**config.mk**
```make
export PLATFORM = sky130hd
export DESIGN_NAME = dma_irq_unit
export DESIGN_NICKNAME = d
export VERILOG_FILES = /design/src/rtl/dma_irq_pkg.sv /design/src/rtl/dma_irq_chan.sv /design/src/rtl/dma_irq_agg.sv /design/src/rtl/dma_irq_unit.sv
export SDC_FILE = /design/constraint.sdc
export NUM_CORES = 1
export LEC_CHECK = 0
export ABC_AREA = 1
export BUFFER_PORTS_ARGS = -buffer_cell sky130_fd_sc_hd__buf_2
export CAP_MARGIN = 10
export CELL_PAD_IN_SITES_DETAIL_PLACEMENT = 1
export CELL_PAD_IN_SITES_GLOBAL_PLACEMENT = 1
export CORE_UTILIZATION = 23
export DETAILED_ROUTE_END_ITERATION = 8
export HOLD_SLACK_MARGIN = 0.15
export PLACE_DENSITY = 0.59
export SYNTH_ARGS = -nofsm -noshare
export SYNTH_HDL_FRONTEND = slang
export SYNTH_SLANG_ARGS = --single-unit
```
**constraint.sdc**
```tcl
create_clock -name clk -period 4.03 [get_ports clk]
set_clock_uncertainty 0.1 [all_clocks]
set_input_delay 0.806 -clock clk [delete_from_list [all_inputs] [get_ports clk]]
set_output_delay 0.806 -clock clk [all_outputs]
set_load 0.01 [all_outputs]
```
**src/rtl/dma_irq_pkg.sv**
```systemverilog
package dma_irq_pkg;
  localparam int STAT_W    = 7;
  localparam int BIT_DONE  = 0;
  localparam int BIT_EMPTY = 4;
  localparam int BIT_FULL  = 5;
  localparam int BIT_ERR   = 6;
  localparam logic [STAT_W-1:0] STAT_KEEP = 7'h71;

  typedef enum logic [1:0] {
    WR_STATUS = 2'd0,
    WR_MASK   = 2'd1,
    WR_DRING  = 2'd2,
    WR_RRING  = 2'd3
  } wr_sel_e;

  typedef enum logic [1:0] {
    RD_STATUS = 2'd0,
    RD_MASK   = 2'd1,
    RD_LINE   = 2'd2,
    RD_NONE   = 2'd3
  } rd_sel_e;
endpackage

```
**src/rtl/dma_irq_chan.sv**
```systemverilog
module dma_irq_chan
  import dma_irq_pkg::*;
#(
  parameter int NUM_LINES = 4,
  localparam int LINE_W = (NUM_LINES > 1) ? $clog2(NUM_LINES) : 1
) (
  input  logic                                 clk,
  input  logic                                 rst,
  input  logic                                 evt_done,
  input  logic                                 evt_notify,
  input  logic                                 evt_err,
  input  logic                                 lvl_empty,
  input  logic                                 lvl_full,
  input  logic                                 wr_hit,
  input  logic [1:0]                           wr_sel,
  input  logic [LINE_W-1:0]                    wr_line,
  input  logic [STAT_W-1:0]                    wr_data,
  output logic [NUM_LINES-1:0][STAT_W-1:0]     stat_o,
  output logic [NUM_LINES-1:0][STAT_W-1:0]     mask_o
);
  logic [NUM_LINES-1:0]             done_q;
  logic [NUM_LINES-1:0][STAT_W-1:0] mask_q;
  logic err_q, empty_q, full_q;

  logic set_done, ring_ack, stat_wr, mask_wr;
  assign set_done = evt_done && evt_notify;
  assign stat_wr  = wr_hit && (wr_sel == WR_STATUS);
  assign mask_wr  = wr_hit && (wr_sel == WR_MASK);
  assign ring_ack = wr_hit && ((wr_sel == WR_DRING) || (wr_sel == WR_RRING)) && wr_data[0];

  always_ff @(posedge clk) begin
    if (rst) begin
      done_q  <= '0;
      mask_q  <= '0;
      err_q   <= 1'b0;
      empty_q <= 1'b0;
      full_q  <= 1'b0;
    end else begin
      for (int l = 0; l < NUM_LINES; l++) begin
        if (set_done)
          done_q[l] <= 1'b1;
        else if (stat_wr && wr_line == LINE_W'(l) && wr_data[BIT_DONE])
          done_q[l] <= 1'b0;
        if (mask_wr && wr_line == LINE_W'(l))
          mask_q[l] <= wr_data & STAT_KEEP;
      end
      if (evt_err)
        err_q <= 1'b1;
      else if (ring_ack)
        err_q <= 1'b0;
      empty_q <= lvl_empty;
      full_q  <= lvl_full;
    end
  end

  always_comb begin
    for (int l = 0; l < NUM_LINES; l++) begin
      stat_o[l] = {err_q, full_q, empty_q, 3'b000, done_q[l]};
    end
  end
  assign mask_o = mask_q;

  genvar g;
  generate
    for (g = 0; g < NUM_LINES; g++) begin : g_chk
      assert_done_needs_notify_R2: assert property (@(posedge clk) disable iff (rst)
        (done_q[g] && !$past(done_q[g])) |-> $past(evt_done && evt_notify));
      assert_done_clear_by_write_R3: assert property (@(posedge clk) disable iff (rst)
        ($past(done_q[g]) && !done_q[g]) |->
          $past(wr_hit && wr_sel == WR_STATUS && wr_line == LINE_W'(g) && wr_data[0]));
    end
  endgenerate

  assert_err_sets_R6: assert property (@(posedge clk) disable iff (rst)
    $past(evt_err) |-> err_q);
  assert_err_clear_by_ring_R7: assert property (@(posedge clk) disable iff (rst)
    $fell(err_q) |-> $past(ring_ack));
endmodule

```
**src/rtl/dma_irq_agg.sv**
```systemverilog
module dma_irq_agg
  import dma_irq_pkg::*;
#(
  parameter int NUM_CH    = 4,
  parameter int NUM_LINES = 4
) (
  input  logic                                            clk,
  input  logic                                            rst,
  input  logic [NUM_CH-1:0][NUM_LINES-1:0][STAT_W-1:0]    stat_all,
  input  logic [NUM_CH-1:0][NUM_LINES-1:0][STAT_W-1:0]    mask_all,
  output logic [NUM_LINES-1:0][NUM_CH-1:0]                line_bits,
  output logic [NUM_LINES-1:0]                            irq_q
);
  logic [NUM_LINES-1:0] mask_any;

  always_comb begin
    for (int l = 0; l < NUM_LINES; l++) begin
      mask_any[l] = 1'b0;
      for (int c = 0; c < NUM_CH; c++) begin
        line_bits[l][c] = |(stat_all[c][l] & mask_all[c][l]);
        mask_any[l]     = mask_any[l] | (|mask_all[c][l]);
      end
    end
  end

  always_ff @(posedge clk) begin
    if (rst) begin
      irq_q <= '0;
    end else begin
      for (int l = 0; l < NUM_LINES; l++) irq_q[l] <= |line_bits[l];
    end
  end

  genvar g;
  generate
    for (g = 0; g < NUM_LINES; g++) begin : g_chk
      assert_masked_line_quiet_R10: assert property (@(posedge clk) disable iff (rst)
        !$past(mask_any[g]) |-> !irq_q[g]);
    end
  endgenerate
endmodule

```
**src/rtl/dma_irq_unit.sv**
```systemverilog
module dma_irq_unit
  import dma_irq_pkg::*;
#(
  parameter int NUM_CH    = 4,
  parameter int NUM_LINES = 4,
  localparam int CH_W   = (NUM_CH > 1) ? $clog2(NUM_CH) : 1,
  localparam int LINE_W = (NUM_LINES > 1) ? $clog2(NUM_LINES) : 1,
  localparam int RD_W   = (NUM_CH > STAT_W) ? NUM_CH : STAT_W
) (
  input  logic                  clk,
  input  logic                  rst,
  input  logic [NUM_CH-1:0]     ev_done,
  input  logic [NUM_CH-1:0]     ev_notify,
  input  logic [NUM_CH-1:0]     ev_ring_err,
  input  logic [NUM_CH-1:0]     lv_desc_empty,
  input  logic [NUM_CH-1:0]     lv_rpt_full,
  input  logic                  wr_en,
  input  logic [1:0]            wr_sel,
  input  logic [CH_W-1:0]       wr_ch,
  input  logic [LINE_W-1:0]     wr_line,
  input  logic [STAT_W-1:0]     wr_data,
  input  logic [1:0]            rd_sel,
  input  logic [CH_W-1:0]       rd_ch,
  input  logic [LINE_W-1:0]     rd_line,
  output logic [RD_W-1:0]       rd_data,
  output logic [NUM_LINES-1:0]  irq
);
  logic [NUM_CH-1:0][NUM_LINES-1:0][STAT_W-1:0] stat_all;
  logic [NUM_CH-1:0][NUM_LINES-1:0][STAT_W-1:0] mask_all;
  logic [NUM_LINES-1:0][NUM_CH-1:0]             line_bits;
  logic [RD_W-1:0]                              rd_q;

  genvar c;
  generate
    for (c = 0; c < NUM_CH; c++) begin : g_ch
      dma_irq_chan #(.NUM_LINES(NUM_LINES)) i_chan (
        .clk        (clk),
        .rst        (rst),
        .evt_done   (ev_done[c]),
        .evt_notify (ev_notify[c]),
        .evt_err    (ev_ring_err[c]),
        .lvl_empty  (lv_desc_empty[c]),
        .lvl_full   (lv_rpt_full[c]),
        .wr_hit     (wr_en && (wr_ch == CH_W'(c))),
        .wr_sel     (wr_sel),
        .wr_line    (wr_line),
        .wr_data    (wr_data),
        .stat_o     (stat_all[c]),
        .mask_o     (mask_all[c])
      );
    end
  endgenerate

  dma_irq_agg #(.NUM_CH(NUM_CH), .NUM_LINES(NUM_LINES)) i_agg (
    .clk       (clk),
    .rst       (rst),
    .stat_all  (stat_all),
    .mask_all  (mask_all),
    .line_bits (line_bits),
    .irq_q     (irq)
  );

  always_ff @(posedge clk) begin
    if (rst) begin
      rd_q <= '0;
    end else begin
      case (rd_sel)
        RD_STATUS: rd_q <= RD_W'(stat_all[rd_ch][rd_line]);
        RD_MASK:   rd_q <= RD_W'(mask_all[rd_ch][rd_line]);
        RD_LINE:   rd_q <= RD_W'(line_bits[rd_line]);
        default:   rd_q <= '0;
      endcase
    end
  end
  assign rd_data = rd_q;

  assert_unused_read_zero_R11: assert property (@(posedge clk) disable iff (rst)
    ($past(rd_sel) == RD_NONE) |-> (rd_data == '0));
endmodule

```
Yosys cells after proc, flatten, opt, wreduce, memory -nomap -nowiden:

Index checks and enable logic that the tools add are counted.

* register bits: 103
* bits of input ports: 42
* output and inout port bits: 11
* word-level logic and storage cells: 243

* order comparisons: 2
* equality and inequality tests: 11
* muxes and demuxes: 51
* bitwise logic cells: 16
* reductions and logical operators: 117

Operator list (number)
* AND 7 bit: 16
* binary-select mux 28 bit (select 2 bit): 2
* OR reduction 28 bit: 4
* OR reduction 7 bit: 16
* logical AND 1 bit: 72
* 2-to-1 mux 28 bit: 2
* 2-to-1 mux 1 bit: 40
* nonzero test 2 bit: 20
* binary-select mux 7 bit (select 2 bit): 2
* one-hot mux 7 bit (3 select lines): 1
* equality test 2 bit (second input constant): 7
* 2-to-1 mux 7 bit: 2
* binary-select mux 4 bit (select 2 bit): 1
* equality test 2 x 1 -> 1 bit (second input constant): 4
* logical NOT 2 bit: 4
* less-than comparator 2 x 3 -> 1 bit (second input constant): 2
* 2-to-1 mux 4 bit: 1
* logical OR 1 bit: 1

Logic depth before layout (Yosys ltp):

* depth after elaboration: 7
* depth in mapped cells: 12
* mapped depth without buffers: 10

By module:

A second synthesis with hierarchy kept.

* cells, all modules: 1520
* area total of the unflattened synthesis: 8582.0 um2

Modules (own cells, without submodules)
* dma_irq_chan: times used 4, cells each 152, area an instance 1132.3 um2, seq. area each 460.4 um2
* dma_irq_unit: times used 1, cells each 661, area an instance 3000.4 um2, seq. area each 140.1 um2
* dma_irq_agg: times used 1, cells each 251, area an instance 1052.3 um2, seq. area each 80.1 um2

Worst setup path after synthesis:

OpenSTA, ideal clock, no wires.

* path kind: input -> register
* start point: in rd_ch[0]
* end point: reg rd_q[4], in the netlist rd_data[4]
* library setup time: 0.132 ns
* arrival: 1.625 ns
* data required time: 3.798 ns
* slack: 2.173 ns
* cell stages on the path: 9
* path buffers: 3
* path through: buf_6 -> buf_6 -> buf_6 -> o211ai_1 -> nand3_1 -> nand3_1 -> nand2_1 -> nand2_1 -> a21oi_2

* longest elaborated chain between the ends: 5
* elaborated cells between the ends (all ways): 9
* classes of those cells: 9 x mux

Ends and longest elaborated chain
* from (decl): line dma_irq_unit.sv:23 `input logic [CH_W-1:0] rd_ch,`
* binary-select mux 28 bit (select 2 bit) (on tied branches): line dma_irq_unit.sv:69, dma_irq_unit.sv:68
* 2-to-1 mux 28 bit (on tied branches): line dma_irq_unit.sv:69, dma_irq_unit.sv:68
* binary-select mux 7 bit (select 2 bit) (on tied branches): line dma_irq_unit.sv:69, dma_irq_unit.sv:68
* 2-to-1 mux 7 bit (on tied branches): line dma_irq_unit.sv:69, dma_irq_unit.sv:68
* one-hot mux 7 bit (3 select lines) *: line dma_irq_unit.sv:67 `case (rd_sel)`
* to (signal assigned): line dma_irq_unit.sv:68 `RD_STATUS: rd_q <= RD_W'(stat_all[rd_ch][rd_line]);`
* to (signal assigned): line dma_irq_unit.sv:69 `RD_MASK: rd_q <= RD_W'(mask_all[rd_ch][rd_line]);`
* to (signal assigned): line dma_irq_unit.sv:70 `RD_LINE: rd_q <= RD_W'(line_bits[rd_line]);`
* to (decl): line dma_irq_unit.sv:31 `logic [RD_W-1:0] rd_q;`

Mark *: on every way between the ends. The rest lies on a longest branch, timed or not. The select of a mux whose other input is x is not followed.
A chain may end at the register's enable or synchronous reset.

Worst setup path after layout:

* start point: in rd_line[0]
* end point: reg rd_q[0], in the netlist rd_data[0]

* longest elaborated chain between the ends: 3
* elaborated cells between the ends (all ways): 7
* classes of those cells: 7 x mux

Ends and longest elaborated chain
* from (decl): line dma_irq_unit.sv:24 `input logic [LINE_W-1:0] rd_line,`
* binary-select mux 4 bit (select 2 bit) (tied with other cells): line dma_irq_unit.sv:70
* 2-to-1 mux 4 bit (implied by the code) (tied with other cells): line dma_irq_unit.sv:70
* one-hot mux 7 bit (3 select lines) *: line dma_irq_unit.sv:67

Marked as above.

==> metrics <==
final max-slew violation count 0; top-area cell type share of the netlist area 0.405; hold buffers post-CTS 0; Distinct cells, synth 26; RSZ-0062 raised after global routing false; Synth Area in Adders 0; total nets after synthesis 807; layout cells sized above 1 0.103; Post-synth ARST share 0; most frequent cell after synthesis nand2_1; r2r endpoint rd_data[3]$_SDFF_PP0_; Port-buffer cells 49; GRT overflow 0; f_max 407 MHz; Hold/Removal Path Class reg2reg; Wirelength per Cell 17.7 um; MaxCap Viol Count 0; Synth Area in XOR/XNOR 0; Worst Tran Pin Value roughly 760 ps; Initial DRC Count 201; Synth Area in Simple Gates 0.256; Critical Path Fanout Max 19; Core Area 21800 um^2; height of the die 151 um; clock root cell clkbuf_16; critical path's largest stage delay between 600 and 700 ps; IO Pins 53; largest area contributor in the netlist dfxtp_1; Area contributors post-synth dfxtp_1 40%, nand2_1 14%, a21oi_1 9.8%; register-to-register setup slack about 2300 ps; Placed Cells 1063; Final setup violation count 0; critical path required time ~4200 ps; antenna cells 0; largest net degree at the start of global routing 51; CP Launch Type input pin; Final Hold Fails 0; vias slightly above 5000; clock buffer depth 2; Num Clock Sinks 103; Mapped Area 5100 um^2; setup bufs post-CTS 0; setup total negative slack 0 ps; Yosys warning total 0; First-pass DRT Iterations 4; critical path startpoint rd_line[0]; H-tree Lvls 3; post-synthesis area per instance 6.66 um^2; Skew-Pair Late Insertion Delay 370 ps; drt total wl 19.1 mm; Synth Register Bits 103; top post-synthesis cells by count 192 x nand2_1, 103 x dfxtp_1, 100 x a21oi_1; worst path cell trace buf_2 > clkinv_1 > nand3_1 > nand3_1 > nand2_1 > nand2_1 > nand3_1 > nand2_1 > inv_1; FF-to-FF path depth 6; Reg2Reg Launch Point g_ch[3].i_chan.empty_q$_SDFF_PP0_; Layout Nets ~840; DRC violations left 0; Resized Gates After CTS 0; Worst Path Class, Setup in2reg; Setup crit end rd_data[0]$_SDFF_PP0_; dominant combinational cell family by area after synthesis simple AND/OR/NAND/NOR gates; EDFF count, synth 0; routability congestion estimate 0.772; Max VDD drop 177 uV; all-layer global routing usage 0.178; pwr dens 382 nW/um^2; compound-cell area share of the yosys netlist 0.230; Slew headroom 0.494; first-pass GRT wire length approximately 30 mm; die area between 20000 and 25000 um^2; Initial Util 0.234; crit end category flop; Post-synth top flop dfxtp_1; Crit-path slowest cell clkinv_1; Via density approximately 4.7; initial antenna violation count 0; total CTS buffers 9; WP data arrival roughly 2700 ps; Horiz. Die Dim 151 um; vias in the first global route slightly above 5000; clock transition at the registers of the reported paths 70 ps; row count 54; P_leak about 2.3 nW; post-synthesis mux area share 0; sequential area share after synthesis 0.405; Syn Inst Count 765; minimum clock period 2460 ps; fin cells 1079; Post-DP HPWL 13.9 mm; final antenna-violating net count 0; status complete, no violations; Tcrit/Tclk final 0.610; area delta synth->final 14.0%; CTS tree done
==> worst min path at each step <==
stage,start,endpoint,slack [ps],depth (start not counted)
final,g_ch[2].i_chan.done_q[0]$_SDFFE_PP0P_,g_ch[2].i_chan.done_q[0]$_SDFFE_PP0P_,370,2
after global routing,g_ch[0].i_chan.mask_o[13]$_SDFFE_PP0P_,g_ch[0].i_chan.mask_o[13]$_SDFFE_PP0P_,390,2
after global placement,g_ch[1].i_chan.done_q[0]$_SDFFE_PP0P_,g_ch[1].i_chan.done_q[0]$_SDFFE_PP0P_,350,2
after detailed placement,g_ch[2].i_chan.done_q[1]$_SDFFE_PP0P_,g_ch[2].i_chan.done_q[1]$_SDFFE_PP0P_,360,2
after floorplan,g_ch[0].i_chan.mask_o[4]$_SDFFE_PP0P_,g_ch[0].i_chan.mask_o[4]$_SDFFE_PP0P_,340,2
after CTS,g_ch[2].i_chan.done_q[1]$_SDFFE_PP0P_,g_ch[2].i_chan.done_q[1]$_SDFFE_PP0P_,370,2
==> per-layer routing <==
metal,share of wire,global-route usage
met1,0.47,0.226
met4,0.031,0.0845
met2,0.48,0.303
met5,0,0
met3,0.020,0.0181
==> kinds of logic (layout without fill, tap and decap cells) <==
kind of cell	after synthesis	in the layout
AND/OR/NAND/NOR	318	318
flip-flops	103	103
AO/OA/AOI/OAI	214	214
buffers and inverters	130	164
==> flip-flops by register name, indices dropped and copies added, names as in the netlist <==
signal	count
g_ch.i_chan.mask_o	64
g_ch.i_chan.done_q	16
rd_data	7
g_ch.i_chan.empty_q	4
g_ch.i_chan.err_q	4
g_ch.i_chan.full_q	4
i_agg.irq_q	4
==> worst max-delay path: cells and delay by family <==
family	cells	cell delay, ps
buffers and inverters	3	1070
and+or+nand+nor	6	780
==> layout by cell type (no fill, tap or decap), drive strengths merged <==
| cell | instances |
|---|---|
| bufinv | 1 |
| buf | 53 |
| a221oi | 4 |
| clkbuf | 12 |
| a21oi | 106 |
| nand2 | 193 |
| nand3 | 61 |
| nor2 | 59 |
| a211oi | 1 |
| inv | 92 |
| o21ai | 78 |
| o211ai | 16 |
| nor3 | 5 |
| o22ai | 5 |
| a41oi | 4 |
| dfxtp | 103 |
| clkinv | 6 |
==> final cells by class <==
class / count / area [um^2]
repair buffers: 53 / 275
multi-input cells: 532 / 2480
fillers: 2759 / 15900
clock inverters: 4 / 45.0
clock buffers: 12 / 246
inverters: 95 / 357
flip-flops and latches: 103 / 2060
well taps: 280 / 350
==> power by group <==
part	total (W)	switching, W	internal, W
combinational	0.000238	0.000166	0.0000717
sequential	0.00107	0.0000282	0.00104
clock	0.000913	0.000416	0.000497
total	0.00222	0.000610	0.00161
==> through the flow <==
step,hold WS [ps],utilization,setup WS [ps],power [W],area (um^2)
floorplan,336,-,2170,0.00124,5100
global placement,350,0.254,1180,0.00133,5520
detailed placement,359,0.254,1190,0.00134,5520
CTS,370,0.267,1570,0.00225,5810
global route,392,0.267,1390,0.00231,5810
finish,367,0.267,1570,0.00222,5810
Power figures use the tool's default switching activity.
